<file path="config.mk">
export PLATFORM = sky130hd
export DESIGN_NAME = crc16_scratch_unit
export DESIGN_NICKNAME = d
export VERILOG_FILES = /design/src/rtl/crc16_pkg.sv /design/src/rtl/crc16_rst_sync.sv /design/src/rtl/crc16_byte_step.sv /design/src/rtl/crc16_chk_track.sv /design/src/rtl/crc16_scratch_unit.sv
export SDC_FILE = /design/constraint.sdc
export NUM_CORES = 1
export LEC_CHECK = 0
export BUFFER_PORTS_ARGS = -buffer_cell sky130_fd_sc_hd__buf_4
export CORE_MARGIN = 8
export CORE_UTILIZATION = 45
export DETAILED_ROUTE_END_ITERATION = 6
export PLACE_DENSITY = 0.71
export SLEW_MARGIN = 20
export SYNTH_ARGS = -nofsm -noshare
export SYNTH_HDL_FRONTEND = slang
export SYNTH_SLANG_ARGS = --single-unit
</file>
<file path="constraint.sdc">
create_clock -name clk -period 1.1 [get_ports clk]
set_input_delay 0.055 -clock clk [delete_from_list [all_inputs] [get_ports clk]]
set_output_delay 0.055 -clock clk [all_outputs]
set_load 0.02 [all_outputs]
</file>
<file path="src/rtl/crc16_pkg.sv">
package crc16_pkg;
  localparam int CRC_W  = 16;
  localparam int BYTE_W = 8;
  localparam logic [CRC_W-1:0] POLY_REFL = 16'hA001;
  localparam logic [CRC_W-1:0] CRC_INIT  = 16'h0000;
  localparam logic [CRC_W-1:0] RESIDUE   = 16'hB001;
  localparam int CHK_BYTES = CRC_W / BYTE_W;

  typedef enum logic {
    BYTE_MSG = 1'b0,
    BYTE_CHK = 1'b1
  } byte_kind_e;
endpackage

</file>
<file path="src/rtl/crc16_rst_sync.sv">
module crc16_rst_sync #(
  parameter int STAGES = 2
) (
  input  logic clk,
  input  logic rst_n,
  output logic rst_n_sync
);
  logic [STAGES-1:0] sync_q;

  always_ff @(posedge clk or negedge rst_n) begin
    if (!rst_n) sync_q <= '0;
    else        sync_q <= {sync_q[STAGES-2:0], 1'b1};
  end

  assign rst_n_sync = sync_q[STAGES-1];
endmodule

</file>
<file path="src/rtl/crc16_byte_step.sv">
module crc16_byte_step #(
  parameter int                CRC_W  = 16,
  parameter int                DATA_W = 8,
  parameter logic [CRC_W-1:0]  POLY   = 16'hA001
) (
  input  logic [CRC_W-1:0]  state_i,
  input  logic [DATA_W-1:0] data_i,
  output logic [CRC_W-1:0]  state_o
);
  logic [CRC_W-1:0] chain [DATA_W+1];

  assign chain[0] = state_i;

  generate
    for (genvar i = 0; i < DATA_W; i++) begin : g_bit
      logic fb;
      assign fb           = chain[i][0] ^ data_i[i];
      assign chain[i+1]   = (chain[i] >> 1) ^ (fb ? POLY : '0);
    end
  endgenerate

  assign state_o = chain[DATA_W];
endmodule

</file>
<file path="src/rtl/crc16_chk_track.sv">
module crc16_chk_track #(
  parameter int NBYTES = 2
) (
  input  logic clk,
  input  logic rst_n,
  input  logic clr_i,
  input  logic take_i,
  output logic done_o
);
  localparam int CNT_W = $clog2(NBYTES + 1);
  localparam logic [CNT_W-1:0] CNT_FULL = CNT_W'(NBYTES);

  logic [CNT_W-1:0] cnt_q, cnt_d;
  logic             cnt_en;

  always_comb begin
    cnt_en = clr_i || (take_i && (cnt_q != CNT_FULL));
    cnt_d  = cnt_q;
    if (clr_i)       cnt_d = '0;
    else if (cnt_en) cnt_d = cnt_q + 1'b1;
  end

  always_ff @(posedge clk or negedge rst_n) begin
    if (!rst_n)      cnt_q <= '0;
    else if (cnt_en) cnt_q <= cnt_d;
  end

  assign done_o = (cnt_q == CNT_FULL);


  clr_cnt_chk: assert property (@(posedge clk) disable iff (!rst_n)
    clr_i |=> (cnt_q == '0));


  cnt_bound_chk: assert property (@(posedge clk) disable iff (!rst_n)
    cnt_q <= CNT_FULL);
endmodule

</file>
<file path="src/rtl/crc16_scratch_unit.sv">
module crc16_scratch_unit
  import crc16_pkg::*;
(
  input  logic              clk,
  input  logic              rst_n,
  input  logic              clr_i,
  input  logic              byte_valid_i,
  input  logic              byte_chk_i,
  input  logic [BYTE_W-1:0] byte_in_i,
  output logic [CRC_W-1:0]  crc_out_o,
  output logic              chk_done_o,
  output logic              crc_match_o
);
  logic             rst_n_s;
  logic [CRC_W-1:0] crc_q, crc_d, crc_step;
  logic             crc_en, accept, take_chk, done;
  byte_kind_e       kind;

  crc16_rst_sync #(.STAGES(2)) u_rst (
    .clk        (clk),
    .rst_n      (rst_n),
    .rst_n_sync (rst_n_s)
  );

  crc16_byte_step #(.CRC_W(CRC_W), .DATA_W(BYTE_W), .POLY(POLY_REFL)) u_step (
    .state_i (crc_q),
    .data_i  (byte_in_i),
    .state_o (crc_step)
  );

  crc16_chk_track #(.NBYTES(CHK_BYTES)) u_trk (
    .clk    (clk),
    .rst_n  (rst_n_s),
    .clr_i  (clr_i),
    .take_i (take_chk),
    .done_o (done)
  );

  assign kind     = byte_kind_e'(byte_chk_i);
  assign accept   = byte_valid_i && !done && !clr_i;
  assign take_chk = accept && (kind == BYTE_CHK);

  always_comb begin
    crc_en = clr_i || accept;
    crc_d  = crc_q;
    if (clr_i)       crc_d = CRC_INIT;
    else if (accept) crc_d = crc_step;
  end

  always_ff @(posedge clk or negedge rst_n_s) begin
    if (!rst_n_s)    crc_q <= CRC_INIT;
    else if (crc_en) crc_q <= crc_d;
  end

  assign crc_out_o   = ~crc_q;
  assign chk_done_o  = done;
  assign crc_match_o = done && (crc_q == RESIDUE);


  clr_value_chk: assert property (@(posedge clk) disable iff (!rst_n_s)
    clr_i |=> (crc_out_o == ~CRC_INIT) && !chk_done_o);


  idle_hold_chk: assert property (@(posedge clk) disable iff (!rst_n_s)
    (!clr_i && !byte_valid_i) |=> $stable(crc_out_o) && $stable(crc_match_o));


  done_hold_chk: assert property (@(posedge clk) disable iff (!rst_n_s)
    (chk_done_o && !clr_i) |=> chk_done_o && $stable(crc_out_o));


  match_gated_chk: assert property (@(posedge clk) disable iff (!rst_n_s)
    crc_match_o |-> chk_done_o);
endmodule

</file>
==> out/metrics.cfg, run 1 <==
[status]
status = finished with violations
violations = negative setup slack

[critical_path]
worst_ep_required_time_ns = 1.30
r2r_slack_ns = -0.81
end_kind = flop
cp_data_arrival_time_ns = 2.11
rr_worst_depth = 5
crit-reg2reg-launch = crc_q[4]$_DFFE_PN0P_
startpoint_type = flop
setup.worst_path.class = reg -> reg
worst_r2r_endpoint = crc_q[0]$_DFFE_PN0P_
path_max_fanout = 3

[final_layout]
fill_cells = 101
layout-drive-gt1-share_pct = 66.9
diodes = 0
areaGrowthSynthToFinish_pct = 88.8
finalNetCount = 191
finalInstanceArea_um2 = 2010
final_core_util_pct = 90.0
layout_common_cells = 44 x buf_4, 34 x buf_6, 19 x dfrtp_1
layout_commonest_cell = buf_4

[cts]
root_buffer = clkbuf_4
clkTransAtPathRegs_ns = 0.11
clock_sinks = 20
cts_buffer_depth = 2
ctsHtreeMaxLevel = 1
clkLatencyLatePin_ns = 0.31
cts_tree = yes
cts_inserted_buffers = 3

[power_and_ir_drop]
power_leakage_nw = 1.00
power_density_nw_per_um2 = 1760
power_mw = 3.53
vdd_drop_max_mv = 1.79

[detailed_routing]
vias = 1077
via_per_inst = 5.31
drt_wl_total_um = 4420
wire_per_inst_um = 21.8
dr.first_iter.drc_count = 61
drc = 0
firstDrtPassIters = 4
ant_nets = 0

[sta]
max_freq_mhz = 524
slew_viol_final = 0
grt_setup_unrepaired = true
worst_slack_ns = -0.807
fin_tns_setup_ns = -13.07
min_period_over_period_pct = 173
setup_viol = 29
period_minus_slack_ns = 1.91
hold_viol = 0
fin_skew_ns = 0.0109

[place]
dpl_cell_area_um2 = 1620
io_buffers = 30
gp_congestion = 0.779
dp_hpwl_um = 2210
dp_slack_ns = -0.764

[floorplanning]
start_util_pct = 47.7
dieArea_um2 = 4180
die_height_um = 64.6
core_area_um2 = 2230
ios = 31
dieWidth_um = 64.6
rows = 17

[yosys]
netlist-cell-type-count = 21
synth_nets = 108
ys_warn_count = 0
yosysSeqAreaShare_pct = 47.0
synth_cells = 94
netlist_area_um2 = 1060
syn_avg_cell_area_um2 = 11.3
synth-seq-cells = 20

[grt]
grt-ovfl-total = 0
grt_pass1_vias = 1147
antenna_found_initial = 0
grt_max_degree = 19
grt_usage_pct = 18.4
grt_pass1_wl_um = 5800

[worst_hold_path]
hold_path.class = in -> reg
hold_start = byte_chk_i
hold_end = u_trk.cnt_q[1]$_DFFE_PN0P_
whs_path_depth = 3

[run]
drv_cap = 0

power breakdown:
part | switching, mW | internal, mW | leakage (nW) | total, mW
combinational | 0.990 | 1.21 | 0.726 | 2.20
sequential | 0.117 | 0.854 | 0.264 | 0.972
clock | 0.230 | 0.128 | 0.0138 | 0.358
total | 1.34 | 2.19 | 1.00 | 3.53
worst max-delay path, cell delays in order (launching register included):
cell and delay [ns]:
dfrtp_1 0.45, xnor2_2 0.25, xnor2_2 0.16, xor3_2 0.52, xnor3_1 0.22, a22o_1 0.19
stage by stage:
| stage | cells | hold WS, ns |
|---|---|---|
| finish | 203 | 0.0267 |
| global route | 203 | 0.0280 |
| CTS | 196 | 0.0166 |
| detailed placement | 180 | -0.161 |
| global placement | 180 | -0.163 |
| floorplan | 94 | -0.241 |
registers in the layout (all words and copies together) (netlist names):
register / count
crc_q: 16
u_rst.sync_q: 2
u_trk.cnt_q: 2
cell usage after synthesis, drive strengths merged:
cell type / n / area, um2
a22o: 16 / 143
clkbuf: 3 / 11.3
conb: 1 / 3.75
dfrtp: 20 / 500
ha: 1 / 12.5
inv: 17 / 63.8
nand2: 2 / 7.51
nand3b: 1 / 7.51
nand4: 1 / 6.26
nor2: 3 / 11.3
nor2b: 2 / 12.5
nor4: 3 / 18.8
nor4b: 1 / 8.76
o21ai: 1 / 5.00
xnor2: 14 / 145
xnor3: 1 / 22.5
xor2: 6 / 60.1
xor3: 1 / 25.0
kinds of logic after synthesis:
| kind of cell | Yosys count | synth area share (%) |
|---|---|---|
| AOI/OAI and AO/OA | 17 | 13.9 |
| xor gates and xnor gates | 22 | 23.7 |
| adders and majority gates | 1 | 1.17 |
| buffers and inverters | 20 | 7.05 |
| DFF | 20 | 47.0 |
| other | 1 | 0.352 |
| and+or+nand+nor | 13 | 6.82 |
worst max path at each step:
stage	startpoint	end	cells past startpoint
finish	crc_q[4]$_DFFE_PN0P_	crc_q[0]$_DFFE_PN0P_	5
global route	crc_q[4]$_DFFE_PN0P_	crc_q[0]$_DFFE_PN0P_	5
detailed placement	crc_q[2]$_DFFE_PN0P_	crc_q[0]$_DFFE_PN0P_	5
global placement	crc_q[2]$_DFFE_PN0P_	crc_q[0]$_DFFE_PN0P_	5
floorplan	crc_q[3]$_DFFE_PN0P_	crc_q[0]$_DFFE_PN0P_	5
CTS	crc_q[4]$_DFFE_PN0P_	crc_q[0]$_DFFE_PN0P_	5
layer usage:
metal | vias up | GRT usage [%] | share of wire, %
met5 | - | 0 | 0
met4 | 0 | 6.27 | 1.6
met3 | 8 | 4.64 | 7.8
met2 | 52 | 32.5 | 55
met1 | 543 | 20.9 | 36
li1 | 474 | - | -
cell type report:
class                      instances  area, um2  area share (%)
multi-input combinational         54        629            31.3
clock buffer                       3       22.5            1.12
sequential                        20        502            25.0
timing repair buffer              81        753            37.5
inverter                          17       68.8            3.42
tap                               28       35.0            1.74
timing repair:
action | 4_1_cts | 5_1_grt
cloned | 1 | 0
endpoints found under the setup margin | 30 | 36
buffers inserted | 13 | 8
gates resized for setup | 47 | 15
pin swaps | 19 | 7
hold buffers | 2 | 0
endpoints found under the hold margin | 3 | 0
Power figures use the tool's default switching activity.
==> run 2, diff against run 1 <==
--- a/config.mk
+++ b/config.mk
@@ -7,9 +7,9 @@
 export LEC_CHECK = 0
 export BUFFER_PORTS_ARGS = -buffer_cell sky130_fd_sc_hd__buf_4
 export CORE_MARGIN = 8
-export CORE_UTILIZATION = 45
+export CORE_UTILIZATION = 50
 export DETAILED_ROUTE_END_ITERATION = 6
-export PLACE_DENSITY = 0.71
+export PLACE_DENSITY = 0.77
 export SLEW_MARGIN = 20
 export SYNTH_ARGS = -nofsm -noshare
 export SYNTH_HDL_FRONTEND = slang
==> run 2 against run 1 <==
  * The run now fails in global routing
  * Synthesized area did not move
  * Synthesized cell count did not move
==> out/metrics.cfg, run 2 <==
[grt]
grt_max_degree = 19

[floorplanning]
dieWidth_um = 62.1
start_util_pct = 53.7
ios = 31
rows = 16
die_height_um = 62.1

[yosys]
synth_compound_area_share_pct = 13.9
syn_avg_cell_area_um2 = 11.3
netlist_top_cells_area = dfrtp_1 47%, a22o_1 12%, xnor2_1 9.0%
muxShareOfSynthArea_pct = 0
ys_warn_count = 0
async_reset_ff_share_pct = 100
netlist-cell-type-count = 21
synth_nets = 108
synth.most_common_cell = dfrtp_1
synth_xor_area_share_pct = 23.7
yosys.area.top_type_share_pct = 47.0
yosysSeqAreaShare_pct = 47.0
synth_edf_count = 0
synth-seq-cells = 20
synth-simple-area-share_pct = 6.82
synth_ff_type = dfrtp_1
ys_top_cells_by_count = 20 x dfrtp_1, 17 x inv_1, 14 x a22o_1
yosys.area.top_type = dfrtp_1
synth_adder_area_share_pct = 1.18
synth_top_family_by_area = XOR/XNOR gates
synth_cells = 94
netlist_area_um2 = 1060

[cts]
cts_inserted_buffers = 3
root_buffer = clkbuf_4
clock_sinks = 20
ctsHtreeMaxLevel = 1
cts_buffer_depth = 2

[place]
dp_hpwl_um = 2350
gp_congestion = 0.808
io_buffers = 30

[status]
lastStage = global routing
status = did not finish
firstError = [ERROR DPL-0038] Utilization greater than 100%, impossible to legalize

[sta]
endpoint_type = register data pin
grt-worst-endpoint = crc_q[0]$_DFFE_PN0P_/D

run 2: cell counts after synthesis:
No cell type changed its count.
run 2: what timing repair did:
item,CTS
hold buffers,2
gates cloned,1
endpoints found under the hold margin,3
pin swaps,7
endpoints found under the setup margin,27
resized for setup,35
buffers inserted,6
run 2: logic make-up after synthesis:
group | Yosys count
compound gates | 17
other cells | 1
xor+xnor | 22
simple gates | 13
buf+inv | 20
flops | 20
fa+ha+maj | 1
run 2: per-stage QoR:
step                      cells  cell area (um2)  setup WS [ns]  util [%]
after CTS                   190             1840         -0.707      92.9
after global placement      178             1610         -0.656      81.4
after detailed placement    178             1610         -0.677      81.4
after floorplan              94             1160         -0.638         -
==> run 3, diff against run 2 <==
--- a/config.mk
+++ b/config.mk
@@ -6,10 +6,10 @@
 export NUM_CORES = 1
 export LEC_CHECK = 0
 export BUFFER_PORTS_ARGS = -buffer_cell sky130_fd_sc_hd__buf_4
-export CORE_MARGIN = 8
-export CORE_UTILIZATION = 50
+export CORE_AREA = 8 8 69 71
 export DETAILED_ROUTE_END_ITERATION = 6
-export PLACE_DENSITY = 0.77
+export DIE_AREA = 0 0 77 79
+export PLACE_DENSITY_LB_ADDON = 0.15
 export SLEW_MARGIN = 20
 export SYNTH_ARGS = -nofsm -noshare
 export SYNTH_HDL_FRONTEND = slang
==> run 3 against run 2 <==
  * The flow now finishes, with violations (negative setup slack)
==> out/metrics.cfg, run 3 (synthesis results as in run 1) <==
[final_layout]
final_core_util_pct = 49.5
fill_cells = 359
diodes = 0
layout-drive-gt1-share_pct = 56.8
finalNetCount = 178
reg_top3 = crc_q x16, u_rst.sync_q x2, u_trk.cnt_q x2
layout_commonest_cell = buf_4
regMostFlops = crc_q
register_area_um2 = 500
multi_input_area_um2 = 634
finalInstanceArea_um2 = 1880
layout_common_cells = 53 x buf_4, 20 x dfrtp_1, 15 x inv_1
fin_cells = 212
areaGrowthSynthToFinish_pct = 76.6
largest_reg_flops = 16

[sta]
fin_skew_ns = 0.00230
setup_viol = 20
min_period_over_period_pct = 161
slew_viol_final = 0
hold_viol = 0
period_minus_slack_ns = 1.78
max_freq_mhz = 563
grt_setup_unrepaired = true
worst_slack_ns = -0.675

[critical_path]
path_delay_family = XOR/XNOR gates
path_max_fanout = 3
end_kind = flop
worst_ep_required_time_ns = 1.25
crit_top_cell = xnor2_2
path_buf_inv = 0
crit_chain = xnor2_2 -> xnor2_2 -> xor3_2 -> xnor3_1 -> a22o_1
cp_data_arrival_time_ns = 1.93
setup.worst_path.class = reg -> reg
cp_slowest_stage_delay_ns = 0.50
startpoint_type = flop
cp_slowest_cell = xor3_2

[grt]
grt_max_degree = 19
grt_usage_pct = 10.3
grt_pass1_vias = 1015
antenna_found_initial = 0
grt_pass1_wl_um = 4990
grt-ovfl-total = 0

[floorplanning]
die_height_um = 79
dieArea_um2 = 6080
start_util_pct = 28.0
core_area_um2 = 3800
dieWidth_um = 77
rows = 23
ios = 31

[power_and_ir_drop]
power_leakage_nw = 0.914
vdd_drop_max_mv = 1.08
power_switching_mw = 1.12
power_density_nw_per_um2 = 1720
p_comb_share_pct = 55.6
seq_power_share_pct = 29.3
pwr-share-clk_pct = 15.1
power_mw = 3.24
swShare_pct = 34.5
p_int_mw = 2.12

[place]
gp_congestion = 0.773
place_inst = 199
io_buffers = 30
dpl_cell_area_um2 = 1630
dp_hpwl_um = 2240
dp_slack_ns = -0.710

[worst_hold_path]
hold_path.class = in -> reg

[detailed_routing]
ant_nets = 0
dr.first_iter.drc_count = 12
drt_wl_total_um = 3000
wire_per_inst_um = 14.2
via_per_inst = 4.26
vias = 904
drc = 0
firstDrtPassIters = 4

[status]
violations = negative setup slack
status = finished with violations

[cts]
ctsHtreeMaxLevel = 1
root_buffer = clkbuf_8
clkLatencyLatePin_ns = 0.26
clkTransAtPathRegs_ns = 0.08
clock_sinks = 20
cts_buffer_depth = 2
cts_tree = yes
cts_inserted_buffers = 3

[run]
drv_cap = 0

run 3: metal layers:
layer	share of wire [%]	vias up	track usage, %
li1	-	444	-
met1	44	441	12.6
met2	51	17	17.2
met3	3.9	2	2.37
met4	0.80	0	4.53
met5	0	-	0
run 3: per-stage QoR:
stage / setup TNS (ns) / hold WS, ns
6_report: -7.14 / 0.0713
5_1_grt: -8.49 / 0.0874
3_3_place_gp: -7.96 / -0.162
2_1_floorplan: -4.90 / -0.241
3_5_place_dp: -8.19 / -0.159
4_1_cts: -5.57 / 0.0632
run 3: final timing paths:
kind	from	endpoint	slack, ns	cells past startpoint
worst max-delay path	crc_q[4]$_DFFE_PN0P_	crc_q[0]$_DFFE_PN0P_	-0.68	5
worst min-delay path	byte_chk_i	u_trk.cnt_q[1]$_DFFE_PN0P_	0.07	3
worst max register to register	crc_q[4]$_DFFE_PN0P_	crc_q[0]$_DFFE_PN0P_	-0.68	5
worst min register to register	u_rst.sync_q[1]$_DFF_PN0_	crc_q[14]$_DFFE_PN0P_	0.20	1
max in group asynchronous	u_rst.sync_q[1]$_DFF_PN0_	crc_q[13]$_DFFE_PN0P_	0.70	1
min in group asynchronous	rst_n	u_rst.sync_q[0]$_DFF_PN0_	0.14	2
run 3: area by class of cell:
type | count | share of cell area [%]
clock buffer | 3 | 2.20
inverter | 17 | 3.66
multi-input combinational | 54 | 33.7
sequential | 20 | 26.6
tap | 50 | 3.33
timing repair buffer | 68 | 30.5
run 3: what timing repair did:
| action | CTS | global route |
|---|---|---|
| endpoints found under the setup margin | 20 | 22 |
| pin swaps | 12 | 5 |
| cloned | 1 | 0 |
| gates resized for setup | 16 | 10 |
| buffers inserted | 6 | 4 |
| hold buffers | 2 | 0 |
| hold endpoints to repair | 3 | 0 |
run 3: tightest hold or removal path: stages:
cell     delay, ns
buf_4         0.12
nand2_2       0.07
o21ai_1       0.05
run 3: power by group through the flow:
stage | Sequential [mW] | Clock, mW | Combinational, mW
3_5_place_dp | 0.961 | 0 | 1.63
6_report | 0.950 | 0.489 | 1.80
3_3_place_gp | 0.960 | 0 | 1.63
4_1_cts | 0.951 | 0.517 | 1.77
2_1_floorplan | 0.985 | 0 | 0.930
5_1_grt | 0.967 | 0.531 | 1.93
==> run 4, diff against run 3 <==
--- a/config.mk
+++ b/config.mk
@@ -10,6 +10,7 @@
 export DETAILED_ROUTE_END_ITERATION = 6
 export DIE_AREA = 0 0 77 79
 export PLACE_DENSITY_LB_ADDON = 0.15
+export SKIP_CTS_REPAIR_TIMING = 1
 export SLEW_MARGIN = 20
 export SYNTH_ARGS = -nofsm -noshare
 export SYNTH_HDL_FRONTEND = slang
==> run 4 against run 3 <==
  * The run still ends with negative setup slack left
  * Global-route usage is 0.70 points lower
  * Routed wire length is 0.97% higher
  * Highest routed layer unchanged
  * Clock skew hardly changed
  * Non-clock buffer count is 4 lower
==> out/metrics.cfg, run 4 (synthesis results as in run 1) <==
[floorplanning]
dieWidth_um = 77
rows = 23
core_area_um2 = 3800
ios = 31
dieArea_um2 = 6080
start_util_pct = 28.0
die_height_um = 79

[cts]
root_buffer = clkbuf_8
clkLatencyLatePin_ns = 0.26
cts_inserted_buffers = 3
ctsHtreeMaxLevel = 1
cts_buffer_depth = 2
clkTransAtPathRegs_ns = 0.08
cts_tree = yes
clock_sinks = 20

[sta]
setup_viol = 20
worst_slack_ns = -0.651
hold_viol = 0
min_period_over_period_pct = 159
fin_tns_setup_ns = -5.63
grt_setup_unrepaired = true
slew_viol_final = 0
max_freq_mhz = 571
fin_skew_ns = 0.00258
period_minus_slack_ns = 1.75

[final_layout]
register_area_um2 = 500
areaGrowthSynthToFinish_pct = 71.0
multi_input_area_um2 = 616
fin_cells = 208
fill_cells = 377
final_core_util_pct = 47.9
reg_top3 = crc_q x16, u_rst.sync_q x2, u_trk.cnt_q x2
diodes = 0
finalNetCount = 174
layout_commonest_cell = buf_4
layout-drive-gt1-share_pct = 55.1
layout_common_cells = 52 x buf_4, 20 x dfrtp_1, 15 x inv_1
largest_reg_flops = 16
regMostFlops = crc_q

[critical_path]
cp_slowest_cell = xor3_2
r2r_slack_ns = -0.65
crit-reg2reg-launch = crc_q[4]$_DFFE_PN0P_
startpoint_type = flop
worst_r2r_endpoint = crc_q[0]$_DFFE_PN0P_
rr_worst_depth = 5
crit_end = crc_q[0]$_DFFE_PN0P_
cp.depth = 5
cp_data_arrival_time_ns = 1.90
cp-startpoint = crc_q[4]$_DFFE_PN0P_
crit_chain = xnor2_2 -> xnor2_2 -> xor3_2 -> xnor3_1 -> a22o_1
path_max_fanout = 3
setup.worst_path.class = reg -> reg
path_buf_inv = 0
path_delay_family = XOR/XNOR gates
crit_top_cell = xnor2_2
cp_slowest_stage_delay_ns = 0.50
worst_ep_required_time_ns = 1.25
end_kind = flop

[place]
io_buffers = 30
gp_congestion = 0.773
place_inst = 199
dp_hpwl_um = 2240

[detailed_routing]
met3_length_um = 105
firstDrtPassIters = 4
drt_wl_total_um = 3030
met1Wirelength_um = 1370
route.met2.wl_um = 1530
ant_nets = 0
top_layer_used = met4
wire_per_inst_um = 14.6
via_per_inst = 4.28
drc = 0
dr.first_iter.drc_count = 12
vias = 891

[worst_hold_path]
whs_path_depth = 3
hold_path.class = in -> reg

[power_and_ir_drop]
power_density_nw_per_um2 = 1760
vdd_drop_max_mv = 1.04
power_leakage_nw = 0.887

[status]
status = finished with violations
violations = negative setup slack

[grt]
grt_usage_pct = 9.64
grt_pass1_wl_um = 4660
antenna_found_initial = 0
grt_max_degree = 19
grt-ovfl-total = 0
grt_pass1_vias = 962

[run]
drv_cap = 0

==> run 4: worst min-delay path by stage <==
stage	startpoint	to	slack, ns
2_1_floorplan	rst_n	u_rst.sync_q[0]$_DFF_PN0_	-0.24
3_3_place_gp	rst_n	u_rst.sync_q[0]$_DFF_PN0_	-0.16
3_5_place_dp	rst_n	u_rst.sync_q[1]$_DFF_PN0_	-0.16
4_1_cts	rst_n	u_rst.sync_q[0]$_DFF_PN0_	-0.44
5_1_grt	byte_chk_i	u_trk.cnt_q[1]$_DFFE_PN0P_	0.09
6_report	byte_chk_i	u_trk.cnt_q[1]$_DFFE_PN0P_	0.07
==> run 4: report_power, final <==
group	internal (mW)	switching (mW)	leakage (nW)	total, mW
Sequential	0.854	0.0977	0.266	0.952
Combinational	0.995	0.768	0.600	1.76
Clock	0.244	0.244	0.0216	0.488
Total	2.09	1.11	0.887	3.20
==> run 4: layout make-up <==
cell class	count	share of cell area (%)
multi-input combinational	54	33.8
timing repair buffer	64	29.2
sequential	20	27.5
inverter	17	3.78
tap	50	3.44
clock buffer	3	2.27
==> run 4: worst min-delay path: cells and delay by family <==
family,cells,cell delay (ns)
AND/OR/NAND/NOR,1,0.06
AO/OA/AOI/OAI,1,0.05
buffers and inverters,1,0.12
==> run 4: stage by stage <==
stage	setup WS, ns	hold slack [ns]	instance area (um2)	power [mW]
CTS	-0.800	-0.443	1670	3.10
global placement	-0.673	-0.162	1630	2.59
floorplan	-0.638	-0.241	1160	1.91
global route	-0.726	0.0874	1820	3.39
detailed placement	-0.710	-0.159	1630	2.59
finish	-0.651	0.0699	1820	3.20
==> run 4: metal layers <==
| layer | global-route usage (%) | up-vias |
|---|---|---|
| met5 | 0 | - |
| met4 | 4.53 | 0 |
| met3 | 2.37 | 2 |
| met2 | 16.0 | 15 |
| met1 | 11.6 | 437 |
| li1 | - | 437 |
